[config.mk]
export PLATFORM = sky130hd
export DESIGN_NAME = addr_trace_filter
export DESIGN_NICKNAME = d
export VERILOG_FILES = /design/src/rtl/afilt_pkg.sv /design/src/rtl/afilt_cmp.sv /design/src/rtl/afilt_prio.sv /design/src/rtl/addr_trace_filter.sv
export SDC_FILE = /design/constraint.sdc
export NUM_CORES = 1
export LEC_CHECK = 0
export ABC_AREA = 1
export BUFFER_PORTS_ARGS = -buffer_cell sky130_fd_sc_hd__buf_4
export CAP_MARGIN = 40
export CORE_ASPECT_RATIO = 0.7
export CORE_MARGIN = 10
export CORE_UTILIZATION = 59
export CTS_BUF_LIST = sky130_fd_sc_hd__clkbuf_16
export CTS_CLUSTER_DIAMETER = 50
export DETAILED_ROUTE_END_ITERATION = 12
export PLACE_DENSITY = 0.79
export SLEW_MARGIN = 15
export SYNTH_ARGS = -nofsm -noshare
export SYNTH_HDL_FRONTEND = slang
export SYNTH_SLANG_ARGS = --single-unit
[constraint.sdc]
create_clock -name clk -period 5.97 [get_ports clk]
set_input_delay 0.2985 -clock clk [delete_from_list [all_inputs] [get_ports clk]]
set_output_delay 0.2985 -clock clk [all_outputs]
set_load 0.1 [all_outputs]
[src/rtl/afilt_pkg.sv]
package afilt_pkg;
   typedef enum logic [1:0] {
      ACT_RECORD  = 2'd0,
      ACT_DISCARD = 2'd1,
      ACT_START   = 2'd2,
      ACT_STOP    = 2'd3
   } afilt_act_e;

   localparam int CTL_EN    = 0;
   localparam int CTL_RANGE = 1;
   localparam int CTL_RD    = 2;
   localparam int CTL_WR    = 3;
   localparam int CTL_ACT_L = 4;
   localparam int CTL_W     = 6;

   localparam logic [1:0] REG_BASE   = 2'd0;
   localparam logic [1:0] REG_LIMIT  = 2'd1;
   localparam logic [1:0] REG_CTRL   = 2'd2;
   localparam logic [1:0] REG_GLOBAL = 2'd3;
endpackage

[src/rtl/afilt_cmp.sv]
module afilt_cmp
   import afilt_pkg::*;
#(
   parameter int ADDR_W = 32
) (
   input  logic              clk,
   input  logic              rst_n,
   input  logic              wr_base,
   input  logic              wr_limit,
   input  logic              wr_ctrl,
   input  logic [ADDR_W-1:0] wdata,
   input  logic [ADDR_W-1:0] acc_addr,
   input  logic              acc_write,
   output logic              hit,
   output logic [1:0]        action
);
   logic [ADDR_W-1:0] base_q, limit_q;
   logic [CTL_W-1:0]  ctrl_q;
   logic              addr_ok, dir_ok;
   logic              unused_hi;

   assign unused_hi = ^wdata[ADDR_W-1:CTL_W];

   always_ff @(posedge clk) begin
      if (!rst_n) begin
         base_q  <= '0;
         limit_q <= '0;
         ctrl_q  <= '0;
      end else begin
         if (wr_base)  base_q  <= wdata;
         if (wr_limit) limit_q <= wdata;
         if (wr_ctrl)  ctrl_q  <= wdata[CTL_W-1:0];
      end
   end

   always_comb begin
      if (ctrl_q[CTL_RANGE])
         addr_ok = (acc_addr >= base_q) && (acc_addr <= limit_q);
      else
         addr_ok = (acc_addr == base_q);
      dir_ok = acc_write ? ctrl_q[CTL_WR] : ctrl_q[CTL_RD];
   end

   assign hit    = ctrl_q[CTL_EN] && addr_ok && dir_ok;
   assign action = ctrl_q[CTL_ACT_L+1:CTL_ACT_L];

   AST_HIT_NEEDS_DIR: assert property (@(posedge clk) disable iff (!rst_n)
      hit |-> (acc_write ? ctrl_q[CTL_WR] : ctrl_q[CTL_RD]));
endmodule

[src/rtl/afilt_prio.sv]
module afilt_prio #(
   parameter int NUM_CMP = 4
) (
   input  logic                    clk,
   input  logic                    rst_n,
   input  logic [NUM_CMP-1:0]      hits,
   input  logic [NUM_CMP-1:0][1:0] acts,
   output logic                    any_hit,
   output logic [1:0]              act_sel,
   output logic [NUM_CMP-1:0]      grant
);
   always_comb begin
      grant   = '0;
      act_sel = '0;
      for (int i = NUM_CMP - 1; i >= 0; i--) begin
         if (hits[i]) begin
            grant   = '0;
            grant[i] = 1'b1;
            act_sel = acts[i];
         end
      end
   end

   assign any_hit = |hits;

   AST_GRANT_LOWEST: assert property (@(posedge clk) disable iff (!rst_n)
      any_hit |-> ((hits & (grant - 1'b1)) == '0) && ((grant & hits) != '0));
endmodule

[src/rtl/addr_trace_filter.sv]
module addr_trace_filter
   import afilt_pkg::*;
#(
   parameter int ADDR_W  = 32,
   parameter int DATA_W  = 32,
   parameter int SIZE_W  = 2,
   parameter int NUM_CMP = 4,
   localparam int CW     = (NUM_CMP > 1) ? $clog2(NUM_CMP) : 1
) (
   input  logic              clk,
   input  logic              rst_n,
   input  logic              cfg_wr,
   input  logic [CW-1:0]     cfg_cmp,
   input  logic [1:0]        cfg_reg,
   input  logic [ADDR_W-1:0] cfg_wdata,
   input  logic              in_valid,
   input  logic [ADDR_W-1:0] in_addr,
   input  logic [DATA_W-1:0] in_data,
   input  logic [SIZE_W-1:0] in_size,
   input  logic              in_write,
   output logic              out_valid,
   output logic [ADDR_W-1:0] out_addr,
   output logic [DATA_W-1:0] out_data,
   output logic [SIZE_W-1:0] out_size,
   output logic              out_write,
   output logic              trace_on
);
   initial begin
      if (ADDR_W < 8)   $error("ADDR_W must be at least 8");
      if (DATA_W < 1)   $error("DATA_W must be positive");
      if (SIZE_W < 1)   $error("SIZE_W must be positive");
      if (NUM_CMP < 1)  $error("NUM_CMP must be positive");
   end

   logic [NUM_CMP-1:0]      hits, grant;
   logic [NUM_CMP-1:0][1:0] acts;
   logic                    any_hit;
   logic [1:0]              act_raw;
   afilt_act_e              act_sel;
   logic                    def_pass_q;
   logic                    keep, on_nxt;
   logic                    glob_wr;
   logic                    unused_glob;

   assign glob_wr     = cfg_wr && (cfg_reg == REG_GLOBAL);
   assign unused_glob = ^cfg_wdata[ADDR_W-1:2];

   for (genvar g = 0; g < NUM_CMP; g++) begin : g_cmp
      logic sel;
      assign sel = cfg_wr && (cfg_cmp == CW'(g));
      afilt_cmp #(.ADDR_W(ADDR_W)) u_cmp (
         .clk       (clk),
         .rst_n     (rst_n),
         .wr_base   (sel && (cfg_reg == REG_BASE)),
         .wr_limit  (sel && (cfg_reg == REG_LIMIT)),
         .wr_ctrl   (sel && (cfg_reg == REG_CTRL)),
         .wdata     (cfg_wdata),
         .acc_addr  (in_addr),
         .acc_write (in_write),
         .hit       (hits[g]),
         .action    (acts[g])
      );
   end

   afilt_prio #(.NUM_CMP(NUM_CMP)) u_prio (
      .clk     (clk),
      .rst_n   (rst_n),
      .hits    (hits),
      .acts    (acts),
      .any_hit (any_hit),
      .act_sel (act_raw),
      .grant   (grant)
   );
   assign act_sel = afilt_act_e'(act_raw);

   always_comb begin
      keep   = 1'b0;
      on_nxt = glob_wr ? cfg_wdata[1] : trace_on;
      if (in_valid) begin
         if (any_hit) begin
            unique case (act_sel)
               ACT_RECORD:  keep = trace_on;
               ACT_DISCARD: keep = 1'b0;
               ACT_START: begin
                  keep   = 1'b1;
                  on_nxt = 1'b1;
               end
               ACT_STOP: begin
                  keep   = 1'b0;
                  on_nxt = 1'b0;
               end
            endcase
         end else begin
            keep = trace_on && def_pass_q;
         end
      end
   end

   always_ff @(posedge clk) begin
      if (!rst_n) begin
         trace_on   <= 1'b0;
         def_pass_q <= 1'b0;
         out_valid  <= 1'b0;
         out_addr   <= '0;
         out_data   <= '0;
         out_size   <= '0;
         out_write  <= 1'b0;
      end else begin
         trace_on  <= on_nxt;
         out_valid <= keep;
         if (glob_wr) def_pass_q <= cfg_wdata[0];
         if (keep) begin
            out_addr  <= in_addr;
            out_data  <= in_data;
            out_size  <= in_size;
            out_write <= in_write;
         end
      end
   end

   AST_STOP_DROPS: assert property (@(posedge clk) disable iff (!rst_n)
      (in_valid && any_hit && act_sel == ACT_STOP) |=> (!trace_on && !out_valid));
   AST_START_KEEPS: assert property (@(posedge clk) disable iff (!rst_n)
      (in_valid && any_hit && act_sel == ACT_START) |=> (trace_on && out_valid));
   AST_DISCARD_DROPS: assert property (@(posedge clk) disable iff (!rst_n)
      (in_valid && any_hit && act_sel == ACT_DISCARD) |=> !out_valid);
   AST_OUT_FROM_INPUT: assert property (@(posedge clk) disable iff (!rst_n)
      out_valid |-> ($past(in_valid) && out_addr == $past(in_addr) && out_data == $past(in_data)));
   AST_UNCLAIMED_DROP: assert property (@(posedge clk) disable iff (!rst_n)
      (in_valid && !any_hit && !def_pass_q) |=> !out_valid);
   AST_GRANT_SINGLE: assert property (@(posedge clk) disable iff (!rst_n)
      $onehot0(grant) && (any_hit == (grant != '0)));
endmodule

# After elaboration in Yosys (flattened, before gate mapping)
# Cells that the tools add are included.
[totals]
regBits = 350
inputBits = 107
out_inout_bits = 69
word_cells = 94
[op_classes]
order_cmp = 8
eq_ne = 13
muxes = 19
reduce_logical = 35
[ops]
columns = ["operator", "n"]
rows = [
  ["equality test 32 bit", 4],
  [">= comparator 32 bit", 4],
  ["less-or-equal comparator 32 bit", 4],
  ["logical AND 1 bit", 30],
  ["2-to-1 mux 1 bit", 13],
  ["equality test 2 bit (second input constant)", 6],
  ["2-to-1 mux 2 bit", 4],
  ["equality test 2 x 1 -> 1 bit (second input constant)", 3],
  ["zero test 2 bit", 3],
  ["OR reduction 4 bit", 1],
  ["one-hot mux 1 bit (3 select lines)", 1],
  ["one-hot mux 1 bit (2 select lines)", 1],
  ["OR reduction 2 bit", 1],
]

# Depth between registers and ports, before layout
# Gate-level depths: netlist of run 1.
[depth]
depth_word = 14
mapped_depth = 27
depth_no_buf = 26

# By module
# From an unflattened synthesis of run 1, not the netlist that was laid out.
[hier_totals]
cells_unflattened = 2615
area_unflattened_um2 = 19209.7
[by_module_without_submodules]
columns = ["mod", "n_inst", "cells_per_inst", "area_per_inst_um2", "seq_area_each_um2"]
rows = [
  ["afilt_cmp", 4, 525, 3961.3, 1401.3],
  ["addr_trace_filter", 1, 489, 3228.1, 1401.3],
  ["afilt_prio", 1, 26, 136.4, 0.0],
]

# Worst setup path before layout of run 1
# Ideal clock, no wire load.
[synth_path]
path_kind = "in2reg"
startpoint = "in in_addr[0]"
endpoint = "reg out_addr[0]"
setup_time_ps = 117
arrival_time_ps = 2264
t_required_ps = 5853
slack_ps = 3588
path_stages = 25
n_path_buf = 2
path_cell_list = "inv_1 ha_1 inv_1 nand2_1 nand2_1 nand2_1 nand2_1 nand2_1 nand2_1 nand2_1 nand2_1 nand2_1 nand2_1 nand2_1 nand2_1 nand2_1 nand2_1 nor2_1 nand2_2 a21oi_4 nor2_8 buf_6 buf_6 a21oi_2 nor2_1"
[synth_between]
elab_chain_cells = 14
elab_cells_between_ends = 41
classes_between = "8 x order compare; 7 x eq/ne; 11 x mux; 15 x reduce/logical"
[synth_lines]
columns = ["element", "line_no", "text"]
rows = [
  ["from (decl)", "addr_trace_filter.sv:17", "input logic [ADDR_W-1:0] in_addr,"],
  [">= comparator 32 bit or less-or-equal comparator 32 bit (tied branches)", "afilt_cmp.sv:38", "addr_ok = (acc_addr >= base_q) && (acc_addr <= limit_q);"],
  ["logical AND 1 bit", "afilt_cmp.sv:38", ""],
  ["2-to-1 mux 1 bit", "afilt_cmp.sv:37", "if (ctrl_q[CTL_RANGE])"],
  ["logical AND 1 bit (2 in series)", "afilt_cmp.sv:44", "assign hit = ctrl_q[CTL_EN] && addr_ok && dir_ok;"],
  ["2-to-1 mux 2 bit (4 in series)", "afilt_prio.sv:16", "if (hits[i]) begin"],
  ["equality test 2 bit or equality test 2 x 1 -> 1 bit (tied branches)", "addr_trace_filter.sv:81", "unique case (act_sel)"],
  ["OR reduction 2 bit (no line)", "n/a", ""],
  ["one-hot mux 1 bit (3 select lines)", "addr_trace_filter.sv:81", ""],
  ["2-to-1 mux 1 bit", "addr_trace_filter.sv:80", "if (any_hit) begin"],
  ["2-to-1 mux 1 bit", "addr_trace_filter.sv:79", "if (in_valid) begin"],
  ["to (signal assigned)", "addr_trace_filter.sv:113", "out_addr <= in_addr;"],
  ["to (decl)", "addr_trace_filter.sv:22", "output logic [ADDR_W-1:0] out_addr,"],
]
# Parallel ways exist; a longest one is shown, timed or not.
# A chain may end at the register's enable or synchronous reset.

# Worst setup path in the final report of run 1
[layout_path]
startpoint = "reg g_cmp[0].u_cmp.base_q[31]"
endpoint = "reg out_data[25]"
[layout_between]
elab_chain_cells = 11
elab_cells_between_ends = 16
classes_between = "1 x order compare; 4 x eq/ne; 5 x mux; 6 x reduce/logical"
[layout_lines]
columns = ["element", "line_no", "text"]
rows = [
  ["from (decl)", "afilt_cmp.sv:17", "logic [ADDR_W-1:0] base_q, limit_q;"],
  ["from (signal assigned)", "afilt_cmp.sv:30", "if (wr_base) base_q <= wdata;"],
  [">= comparator 32 bit", "afilt_cmp.sv:38", ""],
  ["logical AND 1 bit", "afilt_cmp.sv:38", ""],
  ["2-to-1 mux 1 bit *", "afilt_cmp.sv:37", ""],
  ["logical AND 1 bit * (2 in series)", "afilt_cmp.sv:44", ""],
  ["2-to-1 mux 2 bit", "afilt_prio.sv:16", ""],
  ["equality test 2 bit or equality test 2 x 1 -> 1 bit (tied branches)", "addr_trace_filter.sv:81", ""],
  ["OR reduction 2 bit (no line)", "n/a", ""],
  ["one-hot mux 1 bit (3 select lines)", "addr_trace_filter.sv:81", ""],
  ["2-to-1 mux 1 bit *", "addr_trace_filter.sv:80", ""],
  ["2-to-1 mux 1 bit *", "addr_trace_filter.sv:79", ""],
  ["to (signal assigned)", "addr_trace_filter.sv:114", "out_data <= in_data;"],
  ["to (decl)", "addr_trace_filter.sv:23", "output logic [DATA_W-1:0] out_data,"],
]
# Mark *: on every way between the ends. The rest lies on a longest branch, timed or not.

==> flow_metrics.py, run 1 <==
metrics = {
    "yosys": {
        "syn_area_per_cell_sq_um": 7.47,
        "synth_compound_area_share_pct": 22.0,
        "yosys.area_share.simple_pct": 14.3,
        "synth_area_sq_mm": 0.0193,
        "yosysMostFrequentCell": "a21oi_1",
        "yosysUniqueCellTypes": 35,
        "ys_ff_latch": 350,
        "synth_top_area_share_pct": 36.3,
        "synth_warnings": 0,
        "syn-num-nets": 2950,
        "synth_area_leaders": "dfxtp_1 36%, ha_1 17%, a21oi_1 10%, o21ai_0 8.0%, inv_1 7.5%",
        "synth_top_family_by_area": "compound AO/OA/AOI/OAI gates",
        "yosys.area.top_type": "dfxtp_1",
        "async_reset_ff_share_pct": 0,
        "synthXorXnorAreaFrac_pct": 0,
        "ys_seq_area_share_pct": 36.3,
        "syn-instance-count": 2587,
        "synth_commonest_cells": "392 x a21oi_1, 386 x inv_1, 350 x dfxtp_1",
        "synth-main-ff-cell": "dfxtp_1",
        "synth_mux_area_share_pct": 0,
        "synth_edf_count": 0,
        "synth_fa_ha_area_share_pct": 16.6,
    },
    "sta": {
        "worst_pin_slew_ps": 854,
        "finalHoldViolCount": 0,
        "setup_tns_ps": 0,
        "maxSlewHeadroom_pct": 43.1,
        "setup_slack_ps": 2250,
        "timing.final.crit_share_pct": 62.4,
        "fin_skew_ps": 14.6,
        "report.final.slew_viol_count": 0,
        "setup-violations-final": 0,
        "timing.fmax_mhz": 269,
        "period_needed_ps": 3720,
        "rsz0062_at_grt": "false",
    },
    "global_routing": {
        "met3_usage_pct": 5.05,
        "grt_use_met1_pct": 33.9,
        "grt_use_total_pct": 26.2,
        "antenna_found_initial": 0,
        "grt_first_pass_wirelength_mm": 87.4,
        "grt_busiest_layer": "met2",
        "gr-usage-met2_pct": 43.7,
        "grt_pass1_vias": 16900,
        "grt_max_degree": 159,
        "gr-total-overflow": 0,
    },
    "critical_path": {
        "worstSetupPathType": "flop to flop",
        "path_max_fanout": 53,
        "cp.arrival_ps": 4150,
        "start_kind": "flop",
        "required_ps": 6400,
        "cpMostUsedCell": "nand2_1",
        "slowest_delay_ps": 650,
        "slowest_stage": "nor2_8",
        "cp_cell_sequence": "inv_1 -> ha_1 -> nand2_1 -> nor2_1 -> nand2_1 -> nor4_2 -> nand2_1 -> nand2_1 -> nand2_1 -> nand2_1 -> nand2_1 -> nand2_1 -> nor2_1 -> nand2_2 -> a21oi_4 -> nor2_8 -> buf_4 -> nand3_1 -> nand2_1 -> nor2_1",
        "setup.worst_path.end_class": "flop",
    },
    "clock_network": {
        "ctsHoldBuffers": 0,
        "cts_buffers": 38,
        "root_buffer": "clkbuf_16",
        "cts-resized-gates": 0,
        "htree_levels": 2,
        "cts_sinks": 350,
        "cts_tree": "done",
        "clk_pin_slew_ps": 60,
        "ctsLongestPathBuffers": 3,
        "insertion_delay_ps": 540,
        "post_cts_buffers": 0,
    },
    "floorplan": {
        "io_pins": 176,
        "dieArea_sq_mm": 0.0405,
        "core-area_sq_mm": 0.0323,
        "initial_core_util_pct": 59.8,
        "die_x_microns": 236,
        "floorplan.rows": 55,
        "chipHeight_microns": 171,
    },
    "placement": {
        "dp_hpwl_mm": 38.9,
        "port-buffer-count": 175,
        "place_ws_ps": 2190,
        "gp_congestion": 0.922,
        "dpl_cell_area_sq_mm": 0.0207,
    },
    "routing": {
        "drt-wirelength-per-cell_microns": 17.6,
        "drtIter0Drc": 1508,
        "ant_nets": 0,
        "wl_mm": 55.4,
        "drc": 0,
        "drt-pass1-iter-count": 5,
        "vias": 17600,
        "viasPerCell": 5.59,
    },
    "pwr": {
        "ir_drop_uv": 205,
        "finalPower_mw": 5.54,
        "power_density_mw_per_mm2": 252,
        "p_leak_nw": 9.47,
    },
    "cells_and_area": {
        "finish.instance_area_sq_mm": 0.0220,
        "drive_gt1_share_pct": 11.3,
        "final_core_util_pct": 68.1,
        "area_delta_synth_final_pct": 14.0,
        "nNetsFinal": 3060,
        "diodes": 0,
    },
    "outcome": {
        "status": "completed",
    },
    "min_path": {
        "min_path_type": "input pin to flop",
    },
    "flow_run": {
        "cap_violations": 0,
    },
}
## final cells by class
type	count	area (sq um)
inverters	396	1490
flip-flops and latches	350	7010
clock inverters	28	265
repair buffers	191	1490
well taps	427	534
clock buffers	41	1030
fillers	2707	10300
multi-input cells	1720	10200
## flip-flops by register name, indices dropped and copies added (netlist names)
name                 cells
out_addr                32
g_cmp.u_cmp.limit_q    128
out_data                32
out_valid                1
trace_on                 1
out_size                 2
out_write                1
def_pass_q               1
g_cmp.u_cmp.base_q     128
g_cmp.u_cmp.ctrl_q      24
## layer usage
layer | routed length [microns] | up-vias
met2 | 25500 | 569
met5 | 0 | -
li1 | - | 8726
met1 | 24400 | 8216
met4 | 1560 | 0
met3 | 3990 | 116
## per-stage QoR
| step | instances | hold slack (ps) |
|---|---|---|
| 3_5_place_dp | 3082 | 450 |
| 3_3_place_gp | 3082 | 442 |
| 5_1_grt | 3153 | 46.5 |
| 4_1_cts | 3151 | 64.7 |
| 6_report | 3153 | 50.6 |
| 2_1_floorplan | 2587 | 427 |
## kinds of logic (layout without fill, tap and decap cells)
group,after synthesis,after routing
buffers and inverters,517,656
AOI/OAI and AO/OA,791,791
and+or+nand+nor,673,673
DFF,350,350
adders and majority gates,256,256
## critical path: cells and delay by family (launching register included)
kind / cells / cell delay (ps)
adders and majority gates: 1 / 290
buffers and inverters: 2 / 530
AOI/OAI and AO/OA: 1 / 60
and+or+nand+nor: 16 / 2400
DFF: 1 / 310
## where the power goes
group          total, mW  internal (mW)  switching (mW)
combinational      0.688          0.246           0.443
sequential          2.40           2.38          0.0155
clock               2.46           1.46            1.00
## path summary, 6_finish.rpt
check / end / start / slack, ps / depth (start not counted)
min: g_cmp[2].u_cmp.base_q[13] / rst_n / 50 / 3
max reg2reg: out_data[25] / g_cmp[0].u_cmp.base_q[31] / 2250 / 20
min reg2reg: g_cmp[1].u_cmp.limit_q[8] / g_cmp[1].u_cmp.limit_q[8] / 460 / 2
max: out_data[25] / g_cmp[0].u_cmp.base_q[31] / 2250 / 20
## cells in the final DEF (no fill, tap or decap), types with 6 or more instances in the layout
master     Yosys  routed
a21o_1         6       6
clkbuf_16      0      41
o21ai_0      307     307
nor3_1        10      10
buf_4          0     187
ha_1         256     256
clkinv_1       9      20
nand4_1       19      19
inv_1        386     391
nand2_1      341     341
a21oi_2       51      51
nand3_1       83      82
nor2_1       208     208
a21oi_1      392     392
dfxtp_1      350     350
o21a_1        16      16
Note: power is estimated with default switching activity, not from simulation.
==> run 2, diff against run 1 <==
- clock period: 5.97 -> 3.7 ns (I/O delays scaled with it)
==> run 2 against run 1 <==
Against the previous run: power rose by 59%; clock power rose by 54%; highest routed layer unchanged; first-iteration DRC count rose by 2.9%; setup slack got worse by 1700 ps; via count rose by 1.3%; hold slack got worse by 29 ps; fmax rose by 19%; register-to-register slack got worse by 1700 ps.
==> flow_metrics.py, run 2 (synthesis results as in run 1) <==
metrics = {
    "outcome": {
        "status": "completed",
    },
    "placement": {
        "gp_congestion": 0.895,
        "dp.cells": 3092,
        "place_ws_ps": 618,
        "port-buffer-count": 175,
        "dp_hpwl_mm": 39.5,
    },
    "cells_and_area": {
        "drive_gt1_share_pct": 11.4,
        "final_cell_mix": "392 x inv_1, 392 x a21oi_1, 350 x dfxtp_1, 341 x nand2_1, 307 x o21ai_0",
        "reg.largest.list": "g_cmp.u_cmp.base_q: 128 flops, g_cmp.u_cmp.limit_q: 128 flops",
        "stdcell_count": 3194,
        "area_delta_synth_final_pct": 16.4,
        "nNetsFinal": 3106,
        "diodes": 0,
        "final_core_util_pct": 69.5,
    },
    "critical_path": {
        "setup.worst_path.end_class": "flop",
        "cp.arrival_ps": 3570,
        "worst_path_dominant_cell_family": "simple AND/OR/NAND/NOR gates",
        "start_kind": "flop",
        "cpMostUsedCell": "nand2_1",
        "slowest_delay_ps": 400,
        "crit_buf_inv": 2,
        "worstSetupPathType": "flop to flop",
        "slowest_stage": "buf_12",
        "cp_cell_sequence": "inv_1 -> ha_1 -> nand2_1 -> nor2_1 -> nand2_1 -> nor3_2 -> a21boi_1 -> a21oi_2 -> nand2_1 -> nand2_1 -> nor2_1 -> nand2_2 -> a21oi_4 -> nor2_8 -> buf_12 -> nand3_1 -> nand2_1 -> nor2_1",
        "path_max_fanout": 102,
        "required_ps": 4130,
    },
    "sta": {
        "timing.fmax_mhz": 318,
        "finalHoldViolCount": 0,
        "setup_tns_ps": 0,
        "maxSlewHeadroom_pct": 42.2,
        "fin_skew_ps": 12.6,
        "period_needed_ps": 3140,
        "worst_pin_slew_ps": 862,
        "setup_slack_ps": 558,
        "timing.final.crit_share_pct": 84.9,
        "report.final.slew_viol_count": 0,
        "setup-violations-final": 0,
        "rsz0062_at_grt": "false",
    },
    "pwr": {
        "p_leak_nw": 9.70,
        "power_density_mw_per_mm2": 391,
        "ir_drop_uv": 348,
    },
    "global_routing": {
        "grt_first_pass_wirelength_mm": 89.0,
        "grt_busiest_layer": "met2",
        "antenna_found_initial": 0,
        "grt_use_total_pct": 26.6,
        "grt_max_degree": 103,
        "met3_usage_pct": 4.61,
        "grt_pass1_vias": 17300,
        "gr-usage-met2_pct": 44.5,
        "gr-total-overflow": 0,
        "grt_use_met1_pct": 34.4,
    },
    "routing": {
        "drc": 0,
        "wl_mm": 56.1,
        "viasPerCell": 5.59,
        "ant_nets": 0,
        "vias": 17800,
        "drt-wirelength-per-cell_microns": 17.6,
        "drt-pass1-iter-count": 5,
        "drtIter0Drc": 1552,
    },
    "clock_network": {
        "ctsLongestPathBuffers": 3,
        "insertion_delay_ps": 540,
        "cts_buffers": 38,
        "htree_levels": 2,
        "post_cts_buffers": 0,
        "clk_pin_slew_ps": 60,
        "cts_sinks": 350,
        "cts_tree": "done",
        "root_buffer": "clkbuf_16",
    },
    "min_path": {
        "min_path_type": "input pin to flop",
    },
    "floorplan": {
        "initial_core_util_pct": 59.8,
        "floorplan.rows": 55,
        "die_x_microns": 236,
        "chipHeight_microns": 171,
        "io_pins": 176,
        "dieArea_sq_mm": 0.0405,
        "core-area_sq_mm": 0.0323,
    },
    "flow_run": {
        "cap_violations": 0,
    },
}
-- run 2: cell count changes in the layout (fill, tap and decap cells not counted), moves of 2 or more --
cell           change
buf_16             +3
bufinv_16          -2
buf_12             +3
dlygate4sd3_1     +38
clkinv_2           +4
clkinv_1           -5
clkinvlp_4         -4
buf_4              +2
-- run 2: path summary, 6_finish.rpt --
path	start	to	slack (ps)	cells past startpoint
setup / recovery	g_cmp[1].u_cmp.limit_q[23]	out_data[10]	560	18
hold / removal	cfg_wdata[25]	g_cmp[3].u_cmp.limit_q[25]	20	3
setup reg to reg	g_cmp[1].u_cmp.limit_q[23]	out_data[10]	560	18
hold reg to reg	g_cmp[1].u_cmp.limit_q[25]	g_cmp[1].u_cmp.limit_q[25]	450	2
-- run 2: timing repair --
action / 4_1_cts / 5_1_grt
endpoints found under the hold margin: 39 / 0
gates resized for setup: 0 / 0
hold buffers: 38 / 0
-- run 2: layer usage --
layer | wire [microns] | up-vias
met5 | 0 | -
met3 | 3890 | 120
met1 | 24500 | 8299
li1 | - | 8831
met2 | 26100 | 599
met4 | 1700 | 0
-- run 2: worst register-to-register path, cell delays in order, from the launching register on --
cell and delay (ps):
dfxtp_1 310, inv_1 50, ha_1 290, nand2_1 70, nor2_1 210, nand2_1 110
nor3_2 380, a21boi_1 150, a21oi_2 180, nand2_1 110, nand2_1 100, nor2_1 60
nand2_2 120, a21oi_4 60, nor2_8 100, buf_12 400, nand3_1 190, nand2_1 100
nor2_1 50
-- run 2: final cells by class --
cell class	instances	area [sq um]
clock buffers	41	1030
clock inverters	23	194
fillers	2659	9850
inverters	396	1490
multi-input cells	1720	10200
flip-flops and latches	350	7010
well taps	427	534
repair buffers	237	2020
-- run 2: through the flow --
stage	power (mW)	area (sq um)	hold WS, ps
6_report	8.79	22500	21.6
4_1_cts	8.82	22500	3.03
2_1_floorplan	4.61	19300	320
3_3_place_gp	4.98	20800	438
3_5_place_dp	5.03	20900	446
5_1_grt	9.14	22500	27.4
-- run 2: power breakdown --
part / internal [mW] / switching (mW)
logic: 0.425 / 0.721
registers: 3.84 / 0.0243
clock network: 2.20 / 1.58
total: 6.47 / 2.32
==> run 3, diff against run 2 <==
- ABC_AREA: 1 -> 0
- CORE_UTILIZATION: 59 -> 55
- PLACE_DENSITY: 0.79 -> 0.77
- clock period: 3.7 -> 2.8 ns (I/O delays scaled with it)
==> run 3 against run 2 <==
Against the previous run: the run now ends with negative setup slack left; largest power group is now clock; clock skew is 5.8 ps higher; global-route usage is 2.4 points higher; synthesized area is 10% higher; sequential share of layout area is 5.9 points lower; routed wire length is 29% higher; critical endpoint is now out_data[26]; clock-buffer cell count stayed put; setup slack worse by 1200 ps; cell count is 12% higher; design area is 24% higher; power is 36% higher; largest cell class unchanged; clock power is 42% higher.
==> flow_metrics.py, run 3 <==
metrics = {
    "clock_network": {
        "ctsLongestPathBuffers": 3,
        "cts_buffers": 40,
        "cts_tree": "done",
        "cts_sinks": 350,
        "insertion_delay_ps": 560,
        "clk_pin_slew_ps": 70,
        "root_buffer": "clkbuf_16",
        "htree_levels": 2,
    },
    "routing": {
        "drt-pass1-iter-count": 5,
        "drtIter0Drc": 2017,
        "drc": 0,
        "drt-wirelength-per-cell_microns": 20.3,
        "vias": 21300,
        "wl_mm": 72.6,
        "viasPerCell": 5.97,
        "ant_nets": 0,
    },
    "cells_and_area": {
        "finish.instance_area_sq_mm": 0.0278,
        "final_cell_mix": "629 x nand2_1, 374 x buf_4, 331 x dfxtp_1, 256 x a21boi_0, 255 x inv_1",
        "fillers": 2734,
        "nNetsFinal": 3378,
        "drive_gt1_share_pct": 21.4,
        "reg.largest.list": "g_cmp.u_cmp.base_q: 128 flops, g_cmp.u_cmp.limit_q: 128 flops",
        "area_delta_synth_final_pct": 30.5,
        "final_common_cell": "nand2_1",
    },
    "global_routing": {
        "grt_pass1_vias": 20900,
        "grt_first_pass_wirelength_mm": 110,
        "gr-total-overflow": 0,
        "grt_use_total_pct": 29.1,
        "antenna_found_initial": 2,
        "grt_max_degree": 146,
    },
    "critical_path": {
        "path_max_fanout": 16,
        "cp.arrival_ps": 3890,
        "cp-startpoint": "g_cmp[3].u_cmp.limit_q[8]",
        "worstSetupPathType": "flop to flop",
        "required_ps": 3280,
        "setup.worst_path.end_class": "flop",
        "start_kind": "flop",
        "reg2reg_from": "g_cmp[3].u_cmp.limit_q[8]",
    },
    "placement": {
        "dp_hpwl_mm": 47.9,
        "place_ws_ps": -652,
        "port-buffer-count": 175,
        "dpl_cell_area_sq_mm": 0.0244,
        "gp_congestion": 0.931,
    },
    "sta": {
        "report.final.slew_viol_count": 0,
        "period_needed_ps": 3420,
        "timing.final.crit_share_pct": 122,
        "setup-violations-final": 69,
        "maxSlewHeadroom_pct": 49.8,
        "fin_skew_ps": 18.4,
        "worst_pin_slew_ps": 752,
        "rsz0062_at_grt": "true",
        "finalHoldViolCount": 0,
        "setup_slack_ps": -615,
        "timing.fmax_mhz": 293,
    },
    "min_path": {
        "holdCritStartpoint": "in_addr[26]",
        "min_path_type": "input pin to flop",
    },
    "floorplan": {
        "die_x_microns": 255,
        "initial_core_util_pct": 55.5,
        "dieArea_sq_mm": 0.0471,
        "chipHeight_microns": 185,
        "io_pins": 176,
        "floorplan.rows": 60,
        "core-area_sq_mm": 0.0384,
    },
    "yosys": {
        "synth_area_leaders": "dfxtp_1 33%, ha_1 15%, nand2_1 11%, a21boi_0 9.1%, inv_1 4.5%",
        "yosysMostFrequentCell": "nand2_1",
        "syn-instance-count": 2655,
        "async_reset_ff_share_pct": 0,
        "synth_top_area_share_pct": 32.9,
        "synth_commonest_cells": "629 x nand2_1, 350 x dfxtp_1, 257 x a21boi_0",
        "syn-num-nets": 3018,
        "synth_edf_count": 0,
        "yosys.area.top_type": "dfxtp_1",
        "ys_ff_latch": 350,
        "synth-main-ff-cell": "dfxtp_1",
        "synth_area_sq_mm": 0.0213,
        "yosysUniqueCellTypes": 65,
        "syn_area_per_cell_sq_um": 8.02,
        "ys_seq_area_share_pct": 32.9,
        "synth_warnings": 0,
    },
    "flow_run": {
        "cap_violations": 0,
    },
    "outcome": {
        "violations": "negative setup slack",
        "status": "complete, but fails checks",
    },
    "pwr": {
        "power_density_mw_per_mm2": 432,
        "p_leak_nw": 10.5,
        "ir_drop_uv": 443,
    },
}
[run 3: metal layers]
layer	track usage (%)	part of all wire, %
met1	38.7	41
met2	47.0	45
met3	5.18	11
met4	9.05	2.6
met5	0	0.018
[run 3: worst max-delay path, cell delays in order, from the launching register on]
cell and delay [ps]:
dfxtp_2 330, inv_1 60, ha_4 260, nand4_1 180, or4_4 610, o21ai_4 170, a32oi_2 100, a211oi_2 230
buf_6 200, nand3_4 90, a31oi_4 160, a311o_2 250, buf_12 190, buf_12 170, nand4_1 170, o211ai_2 150
[run 3: final timing paths]
kind         slack [ps]                          to  cells after the start
max                -620                out_data[26]                     15
min                  20                out_addr[26]                      3
max reg2reg        -620                out_data[26]                     15
min reg2reg         460  g_cmp[3].u_cmp.limit_q[24]                      2
[run 3: layout make-up]
cell class	count	area, sq um	area share [%]
clock inverters	28	259	0.932
inverters	256	961	3.46
diodes	1	2.50	0.00900
clock buffers	41	1030	3.69
repair buffers	500	4620	16.6
flip-flops and latches	350	7030	25.3
well taps	527	659	2.37
multi-input cells	1867	13200	47.6
[run 3: metrics by stage]
step                total power, mW  hold WS (ps)  utilization [%]  TNS (ps)  cells
finish                         12.0          15.6             72.5    -36400   3570
global route                   12.4          24.2             72.5    -40590   3570
CTS                            12.0          1.91             71.6    -25930   3558
detailed placement             6.53           421             63.5    -42840   3383
global placement               6.45           407             63.5    -35780   3382
floorplan                      5.90           309                -         0   2655
[run 3: cells by family (layout without fill, tap and decap cells)]
kind of cell    Yosys count  in the layout  share of synthesized area, %
buf+inv                 438            825                          8.40
compound gates          611            611                          21.9
simple gates            969            969                          20.3
mux                      31             31                          1.47
other cells               0              1                             0
flops                   350            350                          32.9
fa+ha+maj               256            256                          15.0
[run 3: timing repair]
action,CTS,global route
pin swaps,43,11
setup endpoints to repair,69,69
gates resized for setup,127,23
endpoints found under the hold margin,296,0
hold buffers,73,0
buffers inserted,24,6
gates cloned,9,7
[run 3: power by group]
part	internal (mW)	switching [mW]
clock	3.11	2.25
sequential	5.03	0.0302
combinational	0.679	0.901
total	8.82	3.18
